==> config.mk <==
export PLATFORM = sky130hd
export DESIGN_NAME = agu_top
export DESIGN_NICKNAME = d
export VERILOG_FILES = /design/src/rtl/agu_pkg.sv /design/src/rtl/agu_ctrl.sv /design/src/rtl/agu_dp.sv /design/src/rtl/agu_top.sv
export SDC_FILE = /design/constraint.sdc
export NUM_CORES = 1
export LEC_CHECK = 0
export BUFFER_PORTS_ARGS = -buffer_cell sky130_fd_sc_hd__buf_4
export CAP_MARGIN = 20
export CORE_UTILIZATION = 39
export DETAILED_ROUTE_END_ITERATION = 8
export PLACE_DENSITY = 0.63
export SYNTH_ARGS = -nofsm -noshare
export SYNTH_HDL_FRONTEND = slang
export SYNTH_SLANG_ARGS = --single-unit
==> constraint.sdc <==
create_clock -name clk -period 6.6 [get_ports clk]
set_clock_uncertainty 0.15 [all_clocks]
set_input_delay 0.99 -clock clk [delete_from_list [all_inputs] [get_ports clk]]
set_output_delay 0.99 -clock clk [all_outputs]
set_load 0.01 [all_outputs]
==> src/rtl/agu_pkg.sv <==
package agu_pkg;

  localparam int IMM_W = 19;

  localparam logic [2:0] MODE_UNSC = 3'd0;
  localparam logic [2:0] MODE_SCAL = 3'd1;
  localparam logic [2:0] MODE_PRE  = 3'd2;
  localparam logic [2:0] MODE_POST = 3'd3;
  localparam logic [2:0] MODE_LIT  = 3'd4;
  localparam logic [2:0] MODE_REG  = 3'd5;

  typedef enum logic [2:0] {
    OFF_S9,
    OFF_U12,
    OFF_S7,
    OFF_S19,
    OFF_IDX
  } offSel_t;

  typedef struct packed {
    offSel_t offSel;
    logic    basePc;
    logic    addrFromSum;
    logic    wbEn;
    logic    illegal;
  } aguStrobes_t;

endpackage

==> src/rtl/agu_ctrl.sv <==
module agu_ctrl
  import agu_pkg::*;
(
  input  logic [2:0]  mode,
  input  logic [1:0]  sizeLog2,
  input  logic        isPair,
  input  logic        isLoad,
  output aguStrobes_t strobes
);

  logic wideSize;
  assign wideSize = sizeLog2[1];

  always_comb begin
    strobes = '{offSel: OFF_S9, basePc: 1'b0, addrFromSum: 1'b1,
                wbEn: 1'b0, illegal: 1'b0};
    unique case (mode)
      MODE_UNSC: begin
        strobes.offSel  = OFF_S9;
        strobes.illegal = isPair;
      end
      MODE_SCAL: begin
        strobes.offSel  = isPair ? OFF_S7 : OFF_U12;
        strobes.illegal = isPair && !wideSize;
      end
      MODE_PRE: begin
        strobes.offSel  = OFF_S9;
        strobes.wbEn    = 1'b1;
        strobes.illegal = isPair;
      end
      MODE_POST: begin
        strobes.offSel      = OFF_S9;
        strobes.wbEn        = 1'b1;
        strobes.addrFromSum = 1'b0;
        strobes.illegal     = isPair;
      end
      MODE_LIT: begin
        strobes.offSel  = OFF_S19;
        strobes.basePc  = 1'b1;
        strobes.illegal = isPair || !isLoad || !wideSize;
      end
      MODE_REG: begin
        strobes.offSel  = OFF_IDX;
        strobes.illegal = isPair;
      end
      default: strobes.illegal = 1'b1;
    endcase
    if (strobes.illegal) strobes.wbEn = 1'b0;
  end

endmodule

==> src/rtl/agu_dp.sv <==
module agu_dp
  import agu_pkg::*;
#(
  parameter int AW = 64
) (
  input  logic              clk,
  input  logic              rstN,
  input  logic              inValid,
  input  logic [AW-1:0]     baseVal,
  input  logic [AW-1:0]     pcVal,
  input  logic [AW-1:0]     idxVal,
  input  logic [IMM_W-1:0]  imm,
  input  logic [1:0]        sizeLog2,
  input  logic [1:0]        extSel,
  input  logic              extShift,
  input  aguStrobes_t       strobes,
  output logic              outValid,
  output logic [AW-1:0]     effAddr,
  output logic              wbEn,
  output logic [AW-1:0]     wbVal,
  output logic              illegal
);

  localparam int HI_W = AW - 32;

  logic [AW-1:0] offS9, offU12, offS7, offS19, idxExt, offIdx, offset, opA, sum;

  assign offS9  = {{(AW-9){imm[8]}}, imm[8:0]};
  assign offU12 = {{(AW-12){1'b0}}, imm[11:0]} << sizeLog2;
  assign offS7  = {{(AW-7){imm[6]}}, imm[6:0]} << sizeLog2;
  assign offS19 = {{(AW-IMM_W){imm[IMM_W-1]}}, imm} << 2;

  generate
    if (AW > 32) begin : g_wide
      always_comb begin
        unique case (extSel)
          2'd0:    idxExt = {{HI_W{1'b0}}, idxVal[31:0]};
          2'd2:    idxExt = {{HI_W{idxVal[31]}}, idxVal[31:0]};
          default: idxExt = idxVal;
        endcase
      end
    end else begin : g_narrow
      logic [1:0] unusedSel;
      assign unusedSel = extSel;
      assign idxExt    = idxVal;
    end
  endgenerate

  assign offIdx = extShift ? (idxExt << sizeLog2) : idxExt;

  always_comb begin
    unique case (strobes.offSel)
      OFF_S9:  offset = offS9;
      OFF_U12: offset = offU12;
      OFF_S7:  offset = offS7;
      OFF_S19: offset = offS19;
      default: offset = offIdx;
    endcase
  end

  assign opA = strobes.basePc ? pcVal : baseVal;
  assign sum = opA + offset;

  always_ff @(posedge clk) begin
    if (!rstN) begin
      outValid <= 1'b0;
      effAddr  <= '0;
      wbEn     <= 1'b0;
      wbVal    <= '0;
      illegal  <= 1'b0;
    end else begin
      outValid <= inValid;
      illegal  <= inValid && strobes.illegal;
      wbEn     <= inValid && strobes.wbEn;
      wbVal    <= (inValid && strobes.wbEn) ? sum : '0;
      if (!inValid || strobes.illegal) effAddr <= '0;
      else if (strobes.addrFromSum)   effAddr <= sum;
      else                            effAddr <= baseVal;
    end
  end

endmodule

==> src/rtl/agu_top.sv <==
module agu_top
  import agu_pkg::*;
#(
  parameter int AW = 64
) (
  input  logic              clk,
  input  logic              rstN,
  input  logic              inValid,
  input  logic [AW-1:0]     baseVal,
  input  logic [AW-1:0]     pcVal,
  input  logic [AW-1:0]     idxVal,
  input  logic [IMM_W-1:0]  imm,
  input  logic [2:0]        mode,
  input  logic [1:0]        sizeLog2,
  input  logic [1:0]        extSel,
  input  logic              extShift,
  input  logic              isPair,
  input  logic              isLoad,
  output logic              outValid,
  output logic [AW-1:0]     effAddr,
  output logic              wbEn,
  output logic [AW-1:0]     wbVal,
  output logic              illegal
);

  aguStrobes_t strobes;

  agu_ctrl u_ctrl (
    .mode     (mode),
    .sizeLog2 (sizeLog2),
    .isPair   (isPair),
    .isLoad   (isLoad),
    .strobes  (strobes)
  );

  agu_dp #(.AW(AW)) u_dp (
    .clk      (clk),
    .rstN     (rstN),
    .inValid  (inValid),
    .baseVal  (baseVal),
    .pcVal    (pcVal),
    .idxVal   (idxVal),
    .imm      (imm),
    .sizeLog2 (sizeLog2),
    .extSel   (extSel),
    .extShift (extShift),
    .strobes  (strobes),
    .outValid (outValid),
    .effAddr  (effAddr),
    .wbEn     (wbEn),
    .wbVal    (wbVal),
    .illegal  (illegal)
  );

endmodule

==> impl_results.rst <==
.. list-table::
   :header-rows: 1

   * - Metric
     - Value
   * - Max-cap check violation count
     - 0
   * - Library cell occupying the most area in the post-synthesis netlist
     - dfxtp_1
   * - Async set-reset flop share out of synthesis
     - 0%
   * - Die height
     - 177 um
   * - Category of the worst setup path launch point
     - input port
   * - Final wirelength
     - 48.5 mm
   * - Overall global routing resource usage
     - 30.2%
   * - Flip-flop cell with the highest count after synthesis
     - dfxtp_1
   * - Antenna violation net count after detailed routing
     - 0
   * - Area added between synthesis and finish
     - 29.1%
   * - Initial standard-cell utilization of the core
     - 39.9%
   * - Period Utilization, post-route
     - 86.6%
   * - Status
     - finished, final reports clean
   * - Die extent in x
     - 177 um
   * - Pre-Repair DR Iteration Count
     - 6
   * - Mapped Avg Cell Area
     - 6.90 um^2
   * - Fillers
     - 3007
   * - Count of inserted antenna diode cells
     - 0
   * - Layout net count
     - 2287
   * - Final critical-path required period
     - 5.72 ns
   * - Share of the synthesized area in the top cell type
     - 22.0%
   * - Areal power density over the cells
     - 204 nW/um^2
   * - Number of antenna violations at the first check in global routing
     - 0
   * - Global-route wire length before repair
     - 72.3 mm
   * - Ordered cell list for the critical path
     - buf_4 -> inv_1 -> nand2_1 -> nor2_4 -> buf_4 -> a32o_1 -> ha_1 -> inv_1 -> fa_1 -> nand2b_1 -> a21oi_1 -> o21ai_0 -> nand2_1 -> a211o_1 -> a31oi_1 -> o211ai_1 -> a41oi_1 -> xor2_1 -> o21ai_1
   * - Vias in the first global route
     - 12651
   * - Final Slew Violations
     - 0
   * - Wirelength per Cell
     - 20.2 um
   * - Detailed router's first-iteration violation count
     - 1258
   * - Aggregate global routing overflow
     - 0
   * - Highest clock rate
     - 0.175 GHz
   * - Root Buffer
     - clkbuf_16
   * - Inserted Clock Buffers
     - 17
   * - CTS tree
     - done
   * - Post-cts repair resize count
     - 0
   * - Largest net degree at the start of global routing
     - 55
   * - Count of hold buffers inserted by post-cts repair
     - 0
   * - Site row count
     - 63
   * - Hold Fails Final Rpt
     - 0
   * - Most area-consuming cells after synthesis
     - dfxtp_1 22%, nand2_1 11%, a21oi_1 8.8%, ha_1 6.6%, nor2_1 5.8%
   * - Share of the yosys chip area belonging to registers
     - 22.0%
   * - Worst setup path start
     - mode[1]
   * - Worst IR drop on VDD
     - 0.149 mV
   * - Post-DP HPWL
     - 38.1 mm
   * - Unrepaired setup endpoints after global routing
     - false
   * - Final Wtd Congestion
     - 0.976
   * - Data arrival, critical path
     - 5.87 ns
   * - Slew headroom
     - 41.2%
   * - Worst-path cell with the longest stage delay
     - o211ai_1
   * - Ys Warns
     - 0
   * - Minimum hold slack
     - 0.648 ns
   * - Critical path class
     - in2reg
   * - Post-synthesis register bit count
     - 131
   * - Port Buffer Count
     - 354
   * - P_leak
     - 0.00715 uW
   * - EDFF count, synth
     - 0
   * - Syn Inst Count
     - 1726
   * - Class of the worst hold path
     - in2reg
   * - Synthesized netlist net count
     - 2014
   * - Number of clock sinks
     - 131
   * - CTS Buffer Depth
     - 2
   * - CP max stage delay
     - 0.55 ns
   * - Clock-pin slew of the registers on the worst-case setup and hold paths
     - 0.07 ns
   * - Deepest level of the CTS H-tree
     - 4
   * - Worst slew pin tran
     - 0.860 ns
   * - Post-synth design cell area
     - 11900 um^2
   * - Unique masters post-synth
     - 71
   * - Maximum net fanout on the critical path
     - 34
   * - Placeable core region
     - 29800 um^2
   * - Sum Neg Setup Slack
     - 0 ns
   * - Layout cells sized above 1
     - 24.2%
   * - Critical Path RT
     - 6.75 ns
   * - Vias
     - 13756
   * - Number of placed I/O pins
     - 355
   * - Via density
     - 5.73
   * - Number of setup violations in the final report
     - 0
   * - Buffer count from post-CTS setup fixing
     - 0
   * - Setup crit end kind
     - register
   * - Area of the die
     - 31200 um^2
   * - Hold Path Origin
     - baseVal[9]
   * - Number of remaining DRC errors
     - 0
==> Yosys cell counts (33+ instances only) <==
cell,count
a31oi_1,39
a21oi_1,209
mux2i_1,62
dfxtp_1,131
inv_1,33
o21ai_0,119
mux2_2,39
nand2_1,343
nor2_1,185
ha_1,63
xnor2_1,35
clkbuf_1,103
==> registers in the layout (all words and copies together) (netlist names) <==
register / count
u_dp.effAddr: 64
u_dp.illegal: 1
u_dp.outValid: 1
u_dp.wbEn: 1
u_dp.wbVal: 64
==> critical path: cells and delay by family <==
| family | cells | cell delay, ns |
|---|---|---|
| and+or+nand+nor | 4 | 1.16 |
| xor gates and xnor gates | 1 | 0.23 |
| AOI/OAI and AO/OA | 8 | 1.93 |
| adders and majority gates | 2 | 0.60 |
| buffers and inverters | 4 | 0.92 |
==> layout make-up <==
type	instances	area [um^2]	area share, %
Clock inverter	13	114	0.741
Clock buffer	17	425	2.77
Sequential cell	131	2620	17.1
Timing Repair Buffer	380	2870	18.6
Tap cell	390	488	3.18
Inverter	33	124	0.806
Multi-Input combinational cell	1436	8730	56.8
==> metal layers <==
layer,global-route usage (%),vias to the layer above,part of all wire [%]
li1,-,6655,-
met1,42.3,6434,45
met2,46.2,613,44
met3,6.92,54,8.8
met4,7.79,0,2.0
met5,0,-,0
==> layout by cell type (no fill, tap or decap), types with 17 or more instances in the layout <==
master,Yosys,final
nand4_1,18,18
o22ai_1,29,29
xor2_1,27,27
clkbuf_16,0,17
mux2_2,39,39
xnor2_1,35,35
a31oi_1,39,39
nand2_1,343,342
inv_1,33,33
nor2_1,185,182
buf_4,0,379
and2_1,28,28
o21ai_0,119,119
nand3_1,25,24
nor3_1,18,17
mux2i_1,62,62
a21o_1,29,29
ha_1,63,63
dfxtp_1,131,131
a21oi_1,209,207
==> per-stage QoR <==
stage / util (%) / power [uW] / setup WS, ns / std cells / cell area [um^2]
finish: 51.6 / 3140 / 0.883 / 2400 / 15400
global route: 51.6 / 3320 / 0.531 / 2400 / 15400
CTS: 51.6 / 3130 / 1.05 / 2400 / 15400
detailed placement: 49.8 / 2250 / 0.599 / 2370 / 14800
global placement: 49.8 / 2250 / 0.651 / 2370 / 14800
floorplan: - / 1770 / 1.51 / 1726 / 11900
==> worst paths after layout <==
kind / end / slack [ns] / depth (start not counted)
worst max-delay path: u_dp.effAddr[56] / 0.88 / 19
worst min-delay path: u_dp.effAddr[9] / 0.65 / 3
==> power breakdown <==
part | total (uW) | internal, uW | switching, uW
sequential | 833 | 821 | 11.8
clock | 880 | 511 | 369
combinational | 1420 | 564 | 860
==> cells by family after synthesis <==
logic type	synth area share, %
compound gates	26.7
xor+xnor	4.56
fa+ha+maj	6.79
buf+inv	5.09
flops	22.0
mux	11.0
simple gates	23.8
No activity file was read; power rests on OpenSTA's default activity.
